### config.mk
export PLATFORM = sky130hd
export DESIGN_NAME = tx_line_encoder
export DESIGN_NICKNAME = d
export VERILOG_FILES = /design/src/rtl/tx_line_encoder_pkg.sv /design/src/rtl/tx_line_encoder_ctrl.sv /design/src/rtl/tx_line_encoder_dp.sv /design/src/rtl/tx_line_encoder.sv
export SDC_FILE = /design/constraint.sdc
export NUM_CORES = 1
export LEC_CHECK = 0
export ABC_AREA = 1
export BUFFER_PORTS_ARGS = -buffer_cell sky130_fd_sc_hd__clkbuf_2
export CORE_UTILIZATION = 30
export CTS_BUF_LIST = sky130_fd_sc_hd__clkbuf_16
export CTS_CLUSTER_DIAMETER = 150
export DETAILED_ROUTE_END_ITERATION = 6
export PLACE_DENSITY = 0.48
export SKIP_LAST_GASP = 1
export SYNTH_ARGS = -nofsm -noshare
export SYNTH_HDL_FRONTEND = slang
export SYNTH_SLANG_ARGS = --single-unit
### constraint.sdc
create_clock -name txClk -period 1.5 [get_ports txClk]
set_input_delay 0.3 -clock txClk [delete_from_list [all_inputs] [get_ports txClk]]
set_output_delay 0.3 -clock txClk [all_outputs]
set_load 0.01 [all_outputs]
### src/rtl/tx_line_encoder_pkg.sv
package tx_line_encoder_pkg;

  localparam int WIN = 8;       // eight-zero substitution spans the whole window
  localparam int HDB_RUN = 4;   // four-zero substitution uses the newest slots

  typedef enum logic [1:0] {
    CODE_AMI     = 2'd0,
    CODE_B8ZS    = 2'd1,
    CODE_HDB3    = 2'd2,
    CODE_AMI_ALT = 2'd3
  } code_e;

  typedef enum logic [2:0] {
    TAG_IDLE,
    TAG_ZERO,
    TAG_ONE,
    TAG_VIOL,
    TAG_BAL
  } tag_e;

  typedef struct packed {
    logic  useSingle;
    logic  tagViol;
    code_e code;
  } ctrl_strobes_t;

endpackage

### src/rtl/tx_line_encoder_ctrl.sv
module tx_line_encoder_ctrl
  import tx_line_encoder_pkg::*;
#(
  parameter int HOLD_CYCLES = 16
) (
  input  logic          txClk,
  input  logic          rstN,
  input  logic          cfgDual,
  input  logic [1:0]    cfgCode,
  input  logic          dataP,
  input  logic          dataN,
  output ctrl_strobes_t st
);

  localparam int CW = $clog2(HOLD_CYCLES + 1);

  logic [CW-1:0] holdCnt;
  logic          fellBack;
  logic          prevN;
  logic          pending;
  logic          violAllowed;
  logic          violReq;
  code_e         code;

  always_comb begin
    code         = code_e'(cfgCode);
    st.useSingle = !cfgDual || fellBack;
    violAllowed  = st.useSingle && (code == CODE_AMI || code == CODE_AMI_ALT);
    violReq      = violAllowed && ((dataN && !prevN) || pending);
    st.tagViol   = violReq && dataP;
    st.code      = code;
  end

  always_ff @(negedge txClk or negedge rstN) begin
    if (!rstN) begin
      holdCnt  <= '0;
      fellBack <= 1'b0;
      prevN    <= 1'b0;
      pending  <= 1'b0;
    end else begin
      prevN   <= dataN;
      pending <= violReq && !dataP;
      if (!cfgDual) begin
        fellBack <= 1'b0;
        holdCnt  <= '0;
      end else if (!fellBack) begin
        if (dataN) begin
          if (holdCnt == CW'(HOLD_CYCLES)) fellBack <= 1'b1;
          else holdCnt <= holdCnt + CW'(1);
        end else begin
          holdCnt <= '0;
        end
      end
    end
  end

  // fallback only follows a held-high negative input in dual-rail operation
  a_r10_fallback_cause: assert property (@(negedge txClk) disable iff (!rstN)
    $rose(fellBack) |-> ($past(cfgDual) && $past(dataN)));

  // deasserting dual-rail configuration clears the fallback
  a_r11_fallback_clear: assert property (@(negedge txClk) disable iff (!rstN)
    !cfgDual |=> !fellBack);

  // a pending violation only exists after AMI single-rail operation
  a_r9_pending_only_ami: assert property (@(negedge txClk) disable iff (!rstN)
    pending |-> $past(violAllowed));

endmodule

### src/rtl/tx_line_encoder_dp.sv
module tx_line_encoder_dp
  import tx_line_encoder_pkg::*;
(
  input  logic          txClk,
  input  logic          rstN,
  input  ctrl_strobes_t st,
  input  logic          dataP,
  input  logic          dataN,
  output logic          linePos,
  output logic          lineNeg
);

  tag_e win [WIN];
  tag_e nxt [WIN];
  tag_e newTag;
  logic parity;
  logic parityNxt;
  logic allZero;
  logic runZero;
  logic lastPol;     // 1: last pulse was positive
  logic pulsePos;
  logic mark;
  logic flip;

  // window update with substitution on the newest slots
  always_comb begin
    newTag = dataP ? (st.tagViol ? TAG_VIOL : TAG_ONE) : TAG_ZERO;
    for (int i = 0; i < WIN - 1; i++) nxt[i] = win[i+1];
    nxt[WIN-1] = newTag;
    allZero = 1'b1;
    for (int i = 0; i < WIN; i++) if (nxt[i] != TAG_ZERO) allZero = 1'b0;
    runZero = 1'b1;
    for (int i = WIN - HDB_RUN; i < WIN; i++) if (nxt[i] != TAG_ZERO) runZero = 1'b0;
    parityNxt = parity;
    if (st.code == CODE_B8ZS && allZero) begin
      nxt[3] = TAG_VIOL;
      nxt[4] = TAG_BAL;
      nxt[6] = TAG_VIOL;
      nxt[7] = TAG_BAL;
    end else if (st.code == CODE_HDB3 && runZero) begin
      if (!parity) nxt[WIN-HDB_RUN] = TAG_BAL;
      nxt[WIN-1] = TAG_VIOL;
      parityNxt  = 1'b0;
    end else if (newTag == TAG_ONE) begin
      parityNxt = !parity;
    end
  end

  // emission of the oldest slot
  always_comb begin
    mark     = 1'b0;
    flip     = 1'b0;
    pulsePos = lastPol;
    case (win[0])
      TAG_ONE, TAG_BAL: begin
        mark     = 1'b1;
        flip     = 1'b1;
        pulsePos = !lastPol;
      end
      TAG_VIOL: mark = 1'b1;
      default:  mark = 1'b0;
    endcase
  end

  always_ff @(negedge txClk or negedge rstN) begin
    if (!rstN) begin
      for (int i = 0; i < WIN; i++) win[i] <= TAG_IDLE;
      parity  <= 1'b0;
      lastPol <= 1'b0;
      linePos <= 1'b0;
      lineNeg <= 1'b0;
    end else begin
      for (int i = 0; i < WIN; i++) win[i] <= nxt[i];
      parity <= parityNxt;
      if (st.useSingle) begin
        linePos <= mark && pulsePos;
        lineNeg <= mark && !pulsePos;
        if (flip) lastPol <= pulsePos;
      end else begin
        linePos <= dataP && !dataN;
        lineNeg <= dataN && !dataP;
      end
    end
  end

  // rails never drive both polarities
  a_r2_rails_exclusive: assert property (@(negedge txClk) disable iff (!rstN)
    !(linePos && lineNeg));

  // equal dual-rail inputs give a space
  a_r2_dual_space: assert property (@(negedge txClk) disable iff (!rstN)
    (!st.useSingle && dataP == dataN) |=> (!linePos && !lineNeg));

endmodule

### src/rtl/tx_line_encoder.sv
module tx_line_encoder
  import tx_line_encoder_pkg::*;
#(
  parameter int HOLD_CYCLES = 16
) (
  input  logic       txClk,
  input  logic       rstN,
  input  logic       cfgDual,
  input  logic [1:0] cfgCode,
  input  logic       dataP,
  input  logic       dataN,
  output logic       linePos,
  output logic       lineNeg,
  output logic       modeSingle
);

  ctrl_strobes_t st;

  tx_line_encoder_ctrl #(.HOLD_CYCLES(HOLD_CYCLES)) u_ctrl (
    .txClk   (txClk),
    .rstN    (rstN),
    .cfgDual (cfgDual),
    .cfgCode (cfgCode),
    .dataP   (dataP),
    .dataN   (dataN),
    .st      (st)
  );

  tx_line_encoder_dp u_dp (
    .txClk   (txClk),
    .rstN    (rstN),
    .st      (st),
    .dataP   (dataP),
    .dataN   (dataN),
    .linePos (linePos),
    .lineNeg (lineNeg)
  );

  assign modeSingle = st.useSingle;

endmodule

==> flow_summary.json, run 1 <==
{
  "outcome": "finished with violations",
  "violations": "setup timing",
  "register_area_sq_um": 901,
  "worst_slack_ns": -0.455,
  "post_dp_cell_area_sq_mm": 0.00180,
  "multi_input_area_sq_um": 566,
  "maxCapViolations": 0,
  "cp-start-kind": "register",
  "seq_area_frac_synth": 0.598,
  "grt_setup_unrepaired": "true",
  "p_per_area_mw_per_mm2": 1070,
  "clock_skew_ns": 0.00529,
  "clock_tree.root_cell": "clkbuf_16",
  "ys_warn_count": 0,
  "cp-end-kind": "output port",
  "fin_util": 0.444,
  "path_buf_inv": 2,
  "holdCritPathClass": "register to register",
  "slew_violations": 0,
  "cts_tree": "done",
  "globalRouteOverflowTotal": 0,
  "setup_viol": 17,
  "leakage_nw": 1.05,
  "antenna_found_initial": 0,
  "path_class": "register to output port",
  "grt_first_pass_wirelength_mm": 5.08,
  "tightestPinTransition_ns": 0.235,
  "cp.arrival_ns": 1.65,
  "max_stage_delay_ns": 0.39,
  "rrSetupSlack_ns": 0.06,
  "peakVddDrop_mv": 0.419,
  "num_vias": 1071,
  "slowest_stage": "dfrtn_1",
  "grt_max_degree": 37,
  "coreArea_sq_mm": 0.00479,
  "finalInstanceArea_sq_mm": 0.00213,
  "wire_per_inst_um": 11.2,
  "first_global_vias": 1133,
  "cp.required_ns": 1.20,
  "drtIter0Drc": 50,
  "final_hold_viol_count": 0,
  "hpwl_mm": 2.02,
  "initial_utilization": 0.315,
  "drt-pass1-iter-count": 4,
  "syn2layout_area_growth_pct": 41.0,
  "avgSynthCellArea_sq_um": 9.31,
  "path_max_fanout": 2,
  "synth_cell_types": 22,
  "clk_pin_slew_ns": 0.04,
  "antenna_cells": 0,
  "drtAntennaViolNets": 0,
  "path_delay_family": "flip-flops",
  "drc_errors": 0,
  "drive_above_1_share": 0.347,
  "nets": 200,
  "dieWidth_um": 72.9,
  "gp_congestion": 0.824,
  "cts_inserted_buffers": 5,
  "ios": 10,
  "ctsLongestPathBuffers": 2,
  "fp-row-count": 25,
  "dpl_worst_slack_ns": -0.662,
  "cts_max_level": 2,
  "cts_num_sinks": 36,
  "synthCells": 162,
  "synth_nets": 173,
  "die_y_um": 72.9,
  "maxSlewHeadroom": 0.843,
  "wirelength_mm": 2.87,
  "syn-cell-area_sq_mm": 0.00151,
  "clkLatencyLatePin_ns": 0.30,
  "port_buffers": 9,
  "ys_seq_elements": 36,
  "grt_use_total": 0.130,
  "p_total_mw": 2.28,
  "fillers": 459,
  "viasPerCell": 4.17,
  "crit_chain": "inv_2 -> nand2_8 -> buf_6",
  "dieArea_sq_mm": 0.00531
}
per-layer routing:
layer	part of all wire	up-vias	GRT usage
met4	0.016	0	0.0719
met2	0.49	16	0.204
li1	-	541	-
met3	0.040	5	0.0318
met1	0.46	509	0.167
met5	0	-	0
state kept, by name, indices dropped and copies added, names as in the netlist:
signal,count
u_ctrl.pending,1
u_dp.parity,1
u_dp.win,12
u_dp.nxt,12
u_ctrl.fellBack,1
u_ctrl.holdCnt,5
u_ctrl.prevN,1
u_dp.linePos,1
u_dp.lineNeg,1
u_dp.lastPol,1
cells in the final DEF (no fill, tap or decap), types with 2 or more instances in the layout:
cell and instances:
nand3_1 10, clkinv_4 2, buf_4 10, ha_4 2, inv_1 24, nor2_1 12
buf_12 2, nor2_2 8, nor2_4 3, dfrtn_1 36, o21ai_0 2, clkbuf_2 2
clkinv_2 2, buf_6 6, clkbuf_16 8, o31ai_1 2, nand3_2 4, inv_2 2
nand2_1 27, o21ai_1 3, nand2_2 7, buf_2 2, ha_1 2
worst reg2reg max path, cell delays in order (launching register included):
cell	delay, ns
dfrtn_1	0.45
inv_1	0.08
ha_1	0.19
nand2_1	0.06
inv_1	0.04
nand3_2	0.05
nand2_2	0.05
nand2_2	0.13
clkinv_4	0.10
nand2_1	0.06
o21ai_1	0.06
area by class of cell:
cell class	count	share of cell area
Clock buffer	5	0.0589
Timing Repair Buffer	25	0.131
Sequential cell	36	0.424
Multi-Input combinational cell	91	0.266
Clock inverter	3	0.00883
Inverter	30	0.0724
Tap cell	67	0.0394
cells by family after synthesis:
group / Yosys count / synth area share
xor gates and xnor gates: 1 / 0.00581
buffers and inverters: 35 / 0.0905
adders and majority gates: 4 / 0.0332
DFF: 36 / 0.598
AOI/OAI and AO/OA: 10 / 0.0382
and+or+nand+nor: 76 / 0.235
cells in the mapped netlist:
cell type / n / area, sq um
dfrtn_1: 36 / 901
nand2_1: 31 / 116
inv_1: 28 / 105
nor2_1: 16 / 60.1
nand3_1: 13 / 65.1
nor2_2: 6 / 37.5
clkbuf_1: 5 / 18.8
ha_1: 4 / 50.1
nand2_2: 4 / 25.0
o21ai_0: 3 / 15.0
o21ai_1: 3 / 15.0
nand3_2: 2 / 20.0
o31ai_1: 2 / 15.0
a21oi_1: 1 / 5.00
clkinv_4: 1 / 8.76
inv_2: 1 / 3.75
nand3b_1: 1 / 7.51
nor2_4: 1 / 11.3
nor3_1: 1 / 5.00
o21bai_1: 1 / 7.51
or2_1: 1 / 6.26
xor2_1: 1 / 8.76
per-stage QoR:
step	hold slack (ns)	setup TNS, ns	std cells
after CTS	0.318	-3.53	256
final	0.317	-3.42	257
after global placement	0.316	-8.29	244
after floorplan	0.306	-3.05	162
after global routing	0.327	-4.55	257
after detailed placement	0.316	-8.75	244
final timing paths:
| check | endpoint | start | cells after the start |
|---|---|---|---|
| max | modeSingle | u_ctrl.fellBack | 3 |
| min | u_dp.win[23] | u_dp.nxt[23] | 0 |
| max reg2reg | u_ctrl.holdCnt[0] | u_ctrl.holdCnt[0] | 10 |
| min reg2reg | u_dp.win[23] | u_dp.nxt[23] | 0 |
| max in group asynchronous | u_ctrl.holdCnt[3] | rstN | 2 |
| min in group asynchronous | u_dp.win[23] | rstN | 2 |
timing repair:
item / in CTS / in global routing
buffers inserted: 4 / 3
pin swaps: 8 / 8
setup endpoints to repair: 18 / 21
resized for setup: 22 / 16
hold buffers: 0 / 0
where the power goes:
part	internal (mW)	leakage, nW	switching (mW)
Combinational	0.106	0.519	0.122
Sequential	1.03	0.455	0.0295
Clock	0.611	0.0736	0.382
Total	1.75	1.05	0.533
Power figures use the tool's default switching activity.
==> run 2, diff against run 1 <==
--- a/config.mk
+++ b/config.mk
@@ -7,11 +7,11 @@
 export LEC_CHECK = 0
 export ABC_AREA = 1
 export BUFFER_PORTS_ARGS = -buffer_cell sky130_fd_sc_hd__clkbuf_2
-export CORE_UTILIZATION = 30
+export CORE_UTILIZATION = 57
 export CTS_BUF_LIST = sky130_fd_sc_hd__clkbuf_16
 export CTS_CLUSTER_DIAMETER = 150
 export DETAILED_ROUTE_END_ITERATION = 6
-export PLACE_DENSITY = 0.48
+export PLACE_DENSITY = 0.79
 export SKIP_LAST_GASP = 1
 export SYNTH_ARGS = -nofsm -noshare
 export SYNTH_HDL_FRONTEND = slang
==> run 2 against run 1 <==
Against the previous run:
- non-clock buffer count is 3 lower
- register-to-register slack worse by 0.02 ns
- first-iteration DRC count is 14% lower
- combinational power is 14% higher
- clock skew is 0.0013 ns higher
- the run still ends with setup timing left
- critical path type unchanged
==> flow_summary.json, run 2 (same netlist as run 1, synthesis figures left out) <==
{
  "outcome": "finished with violations",
  "violations": "setup timing",
  "dieArea_sq_mm": 0.00285,
  "ctsLongestPathBuffers": 2,
  "holdCritPathClass": "register to register",
  "setup_viol": 18,
  "ios": 10,
  "grt_max_degree": 37,
  "gp_congestion": 0.847,
  "nets": 197,
  "wire_per_inst_um": 16.7,
  "drt-pass1-iter-count": 4,
  "switching_share": 0.235,
  "grt_first_pass_wirelength_mm": 5.40,
  "p_int_mw": 1.74,
  "grt_setup_unrepaired": "true",
  "cts_num_sinks": 36,
  "fillers": 119,
  "p_per_area_mw_per_mm2": 1100,
  "globalRouteOverflowTotal": 0,
  "clock_tree.root_cell": "clkbuf_16",
  "path_class": "register to output port",
  "fin_setup_tns_ns": -3.71,
  "layout_common_cells": "dfrtn_1 (36), inv_1 (25), nand2_1 (24), nor2_1 (13), nand3_1 (10)",
  "path_max_fanout": 2,
  "port_buffers": 9,
  "power.share.sequential": 0.469,
  "drive_above_1_share": 0.344,
  "post_dp_cell_area_sq_mm": 0.00174,
  "wirelength_mm": 3.60,
  "clkLatencyLatePin_ns": 0.30,
  "clock_skew_ns": 0.00655,
  "syn2layout_area_growth_pct": 37.9,
  "leakage_nw": 1.05,
  "cts_max_level": 2,
  "drc_errors": 0,
  "dieWidth_um": 53.4,
  "slew_violations": 0,
  "coreArea_sq_mm": 0.00248,
  "finalInstanceArea_sq_mm": 0.00208,
  "peakVddDrop_mv": 1.31,
  "first_global_vias": 1104,
  "drtAntennaViolNets": 0,
  "antenna_cells": 0,
  "final_hold_viol_count": 0,
  "tightestPinTransition_ns": 0.284,
  "cp-start-kind": "register",
  "maxCapViolations": 0,
  "fp-row-count": 18,
  "p_total_mw": 2.28,
  "holdWs_ns": 0.314,
  "initial_utilization": 0.609,
  "viasPerCell": 5.31,
  "maxSlewHeadroom": 0.811,
  "cts_tree": "done",
  "die_y_um": 53.4,
  "num_vias": 1147,
  "cp.required_ns": 1.20,
  "clk_pin_slew_ns": 0.04,
  "antenna_found_initial": 0,
  "comb_power_share": 0.114,
  "hpwl_mm": 2.01,
  "final_common_cell": "dfrtn_1",
  "cp.arrival_ns": 1.70,
  "grt_use_total": 0.292,
  "cts_inserted_buffers": 5,
  "switching_power_uw": 537,
  "drtIter0Drc": 43,
  "cp-end-kind": "output port",
  "worst_slack_ns": -0.504,
  "clockPowerShare": 0.417
}
run 2: metal layers:
layer  wire length (um)  vias up  track usage
li1                   -      540            -
met1               1490      553        0.359
met2               1870       47        0.473
met3                182        7       0.0603
met4                 55        0        0.162
met5                  0        -            0
run 2: worst max-delay path: stages (launching register included):
cell and delay [ns]:
dfrtn_1 0.41, inv_2 0.08, nand2_8 0.07, buf_6 0.09
run 2: cell type report:
cell class                      instances  area [sq um]  area share
Sequential cell                        36           901       0.433
Multi-Input combinational cell         91           589       0.283
Inverter                               30           154      0.0740
Timing Repair Buffer                   22           264       0.127
Tap cell                               30          37.5      0.0181
Clock inverter                          2          8.76     0.00421
Clock buffer                            5           125      0.0602
run 2: metrics by stage:
stage | worst slack [ns] | cells | utilization
3_3_place_gp | -0.558 | 205 | 0.701
2_1_floorplan | -0.333 | 162 | -
5_1_grt | -0.534 | 216 | 0.839
6_report | -0.504 | 216 | 0.839
4_1_cts | -0.514 | 215 | 0.812
3_5_place_dp | -0.645 | 205 | 0.701
run 2: power by group through the flow:
stage / Combinational (mW) / Sequential, mW / Clock (mW)
after CTS: 0.235 / 1.06 / 0.965
after global placement: 0.189 / 1.07 / 0
after floorplan: 0.103 / 1.07 / 0
final: 0.260 / 1.07 / 0.952
after detailed placement: 0.201 / 1.08 / 0
after global routing: 0.287 / 1.07 / 1.02
run 2: repair_timing:
item,in CTS,in global routing
gates resized for setup,24,20
hold buffers,0,0
setup endpoints to repair,18,21
buffers inserted,3,1
pin swaps,10,4
run 2: worst paths after layout:
kind | cells past startpoint | slack (ns) | startpoint | end
max | 3 | -0.50 | u_ctrl.fellBack | modeSingle
min | 0 | 0.31 | u_dp.nxt[17] | u_dp.nxt[20]
max reg2reg | 10 | 0.04 | u_ctrl.holdCnt[0] | u_ctrl.holdCnt[2]
min reg2reg | 0 | 0.31 | u_dp.nxt[17] | u_dp.nxt[20]
max in group asynchronous | 2 | 0.69 | rstN | u_dp.win[7]
min in group asynchronous | 2 | 0.60 | rstN | u_dp.win[22]
==> run 3, diff against run 2 <==
--- a/config.mk
+++ b/config.mk
@@ -7,10 +7,12 @@
 export LEC_CHECK = 0
 export ABC_AREA = 1
 export BUFFER_PORTS_ARGS = -buffer_cell sky130_fd_sc_hd__clkbuf_2
+export CORE_ASPECT_RATIO = 1.4
 export CORE_UTILIZATION = 57
 export CTS_BUF_LIST = sky130_fd_sc_hd__clkbuf_16
 export CTS_CLUSTER_DIAMETER = 150
 export DETAILED_ROUTE_END_ITERATION = 6
+export GPL_TIMING_DRIVEN = 0
 export PLACE_DENSITY = 0.79
 export SKIP_LAST_GASP = 1
 export SYNTH_ARGS = -nofsm -noshare
==> run 3 against run 2 <==
Against the previous run:
- total power is 1.9% higher
- sequential power hardly changed
- critical path depth unchanged
- non-clock buffer count grew 9
- register-to-register slack got worse by 0.05 ns
- utilization up 6.3 points
- highest routed layer unchanged
- clock skew increased by 0.00085 ns
- the flow still finishes with violations (setup timing)
- cell area up 6.1%
- cell count up 6.5%
==> flow_summary.json, run 3 (same netlist as run 1, synthesis figures left out) <==
{
  "outcome": "finished with violations",
  "violations": "setup timing",
  "p_total_mw": 2.32,
  "antenna_cells": 0,
  "viasPerCell": 5.59,
  "num_vias": 1286,
  "cts_num_sinks": 36,
  "rr_startpoint": "u_ctrl.holdCnt[0]",
  "ios": 10,
  "p_per_area_mw_per_mm2": 1050,
  "syn2layout_area_growth_pct": 46.3,
  "clkLatencyLatePin_ns": 0.30,
  "cts-hold-fix-buffers": 0,
  "layout_common_cells": "dfrtn_1 (36), inv_1 (26), nand2_1 (21), nor2_1 (11), buf_4 (10)",
  "cp-start-kind": "register",
  "worst_slack_ns": -0.494,
  "maxCapViolations": 0,
  "grt_max_degree": 37,
  "fp-row-count": 21,
  "clock_skew_ns": 0.00740,
  "cts_tree": "done",
  "drtAntennaViolNets": 0,
  "globalRouteOverflowTotal": 0,
  "coreArea_sq_mm": 0.00244,
  "gp_congestion": 0.750,
  "fin_cells": 230,
  "cp-end-kind": "output port",
  "drc_errors": 0,
  "worstHoldPathCells": 0,
  "rrSetupSlack_ns": -0.01,
  "leakage_nw": 1.11,
  "cts_inserted_buffers": 5,
  "wirelength_mm": 4.79,
  "dieArea_sq_mm": 0.00286,
  "hpwl_mm": 1.86,
  "slowest_stage": "dfrtn_1",
  "cp.arrival_ns": 1.69,
  "path_buf_inv": 2,
  "max_stage_delay_ns": 0.41,
  "slew_violations": 0,
  "clk_pin_slew_ns": 0.04,
  "grt_setup_unrepaired": "true",
  "dieWidth_um": 45.5,
  "path_max_fanout": 2,
  "fin_setup_tns_ns": -4.65,
  "ctsLongestPathBuffers": 2,
  "die_y_um": 62.9,
  "wire_per_inst_um": 20.8,
  "hp-start": "u_dp.nxt[15]",
  "clock_tree.root_cell": "clkbuf_16",
  "setup_viol": 20,
  "dpl_worst_slack_ns": -0.723,
  "use_met2": 0.486,
  "tightestPinTransition_ns": 0.876,
  "drt-pass1-iter-count": 4,
  "peakVddDrop_mv": 1.24,
  "regToRegEndpoint": "u_ctrl.holdCnt[0]",
  "cts_max_level": 2,
  "maxSlewHeadroom": 0.416,
  "fillers": 89,
  "cp.required_ns": 1.20,
  "initial_utilization": 0.617,
  "groute.layer.met3.usage": 0.0925,
  "final_hold_viol_count": 0,
  "r2r_cells": 10,
  "dp.cells": 205,
  "first_global_vias": 1232,
  "drtIter0Drc": 81,
  "final_common_cell": "dfrtn_1",
  "holdCritPathClass": "register to register",
  "hold_end": "u_dp.nxt[18]",
  "grt_busiest_layer": "met2",
  "grtUsageMet1": 0.330,
  "antenna_found_initial": 0,
  "grt_use_total": 0.296,
  "nets": 206,
  "drive_above_1_share": 0.398,
  "port_buffers": 9,
  "path_delay_family": "flip-flops",
  "path_class": "register to output port",
  "crit_chain": "inv_2 -> nand2_8 -> buf_6",
  "grt_first_pass_wirelength_mm": 5.81
}
[run 3: cell count changes in the layout (fill, tap and decap cells not counted), sizes merged]
cell	change
inv	+2
clkbuf	+5
clkinv	-1
buf	+4
[run 3: report_power, final]
group	total (mW)	switching, mW	internal, mW
logic	0.288	0.169	0.119
registers	1.07	0.0413	1.03
clock network	0.962	0.366	0.596
total	2.32	0.576	1.75
[run 3: routing by layer]
| layer | share of wire | vias to the layer above | wire (um) |
|---|---|---|---|
| met1 | 0.35 | 622 | 1700 |
| met3 | 0.063 | 32 | 304 |
| met4 | 0.060 | 0 | 286 |
| met2 | 0.52 | 77 | 2500 |
| li1 | - | 555 | - |
| met5 | 0 | - | 0 |
[run 3: worst max path at each step]
stage	from	to	slack (ns)	cells after the start
floorplan	cfgCode[1]	u_dp.nxt[16]	-0.33	9
global placement	cfgCode[1]	u_dp.win[0]	-0.69	10
detailed placement	cfgCode[1]	u_dp.win[0]	-0.72	10
CTS	u_ctrl.fellBack	modeSingle	-0.50	3
global route	u_ctrl.fellBack	modeSingle	-0.52	3
finish	u_ctrl.fellBack	modeSingle	-0.49	3
[run 3: layout make-up]
| cell class | count | area [sq um] | area share |
|---|---|---|---|
| plain buffers | 5 | 18.8 | 0.00851 |
| clock buffers | 5 | 125 | 0.0567 |
| clock inverters | 3 | 11.3 | 0.00510 |
| repair buffers | 26 | 300 | 0.136 |
| inverters | 30 | 156 | 0.0709 |
| well taps | 34 | 42.5 | 0.0193 |
| multi-input cells | 91 | 651 | 0.295 |
| flip-flops and latches | 36 | 901 | 0.408 |
[run 3: timing repair]
item	CTS	global route
gates resized for setup	25	39
setup endpoints to repair	19	21
setup buffers	10	8
pin swaps	9	12
[run 3: through the flow]
step / utilization / hold WS [ns] / area (sq um)
floorplan: - / 0.306 / 1580
global placement: 0.683 / 0.314 / 1670
detailed placement: 0.683 / 0.323 / 1670
CTS: 0.829 / 0.323 / 2030
global route: 0.903 / 0.328 / 2210
finish: 0.903 / 0.324 / 2210
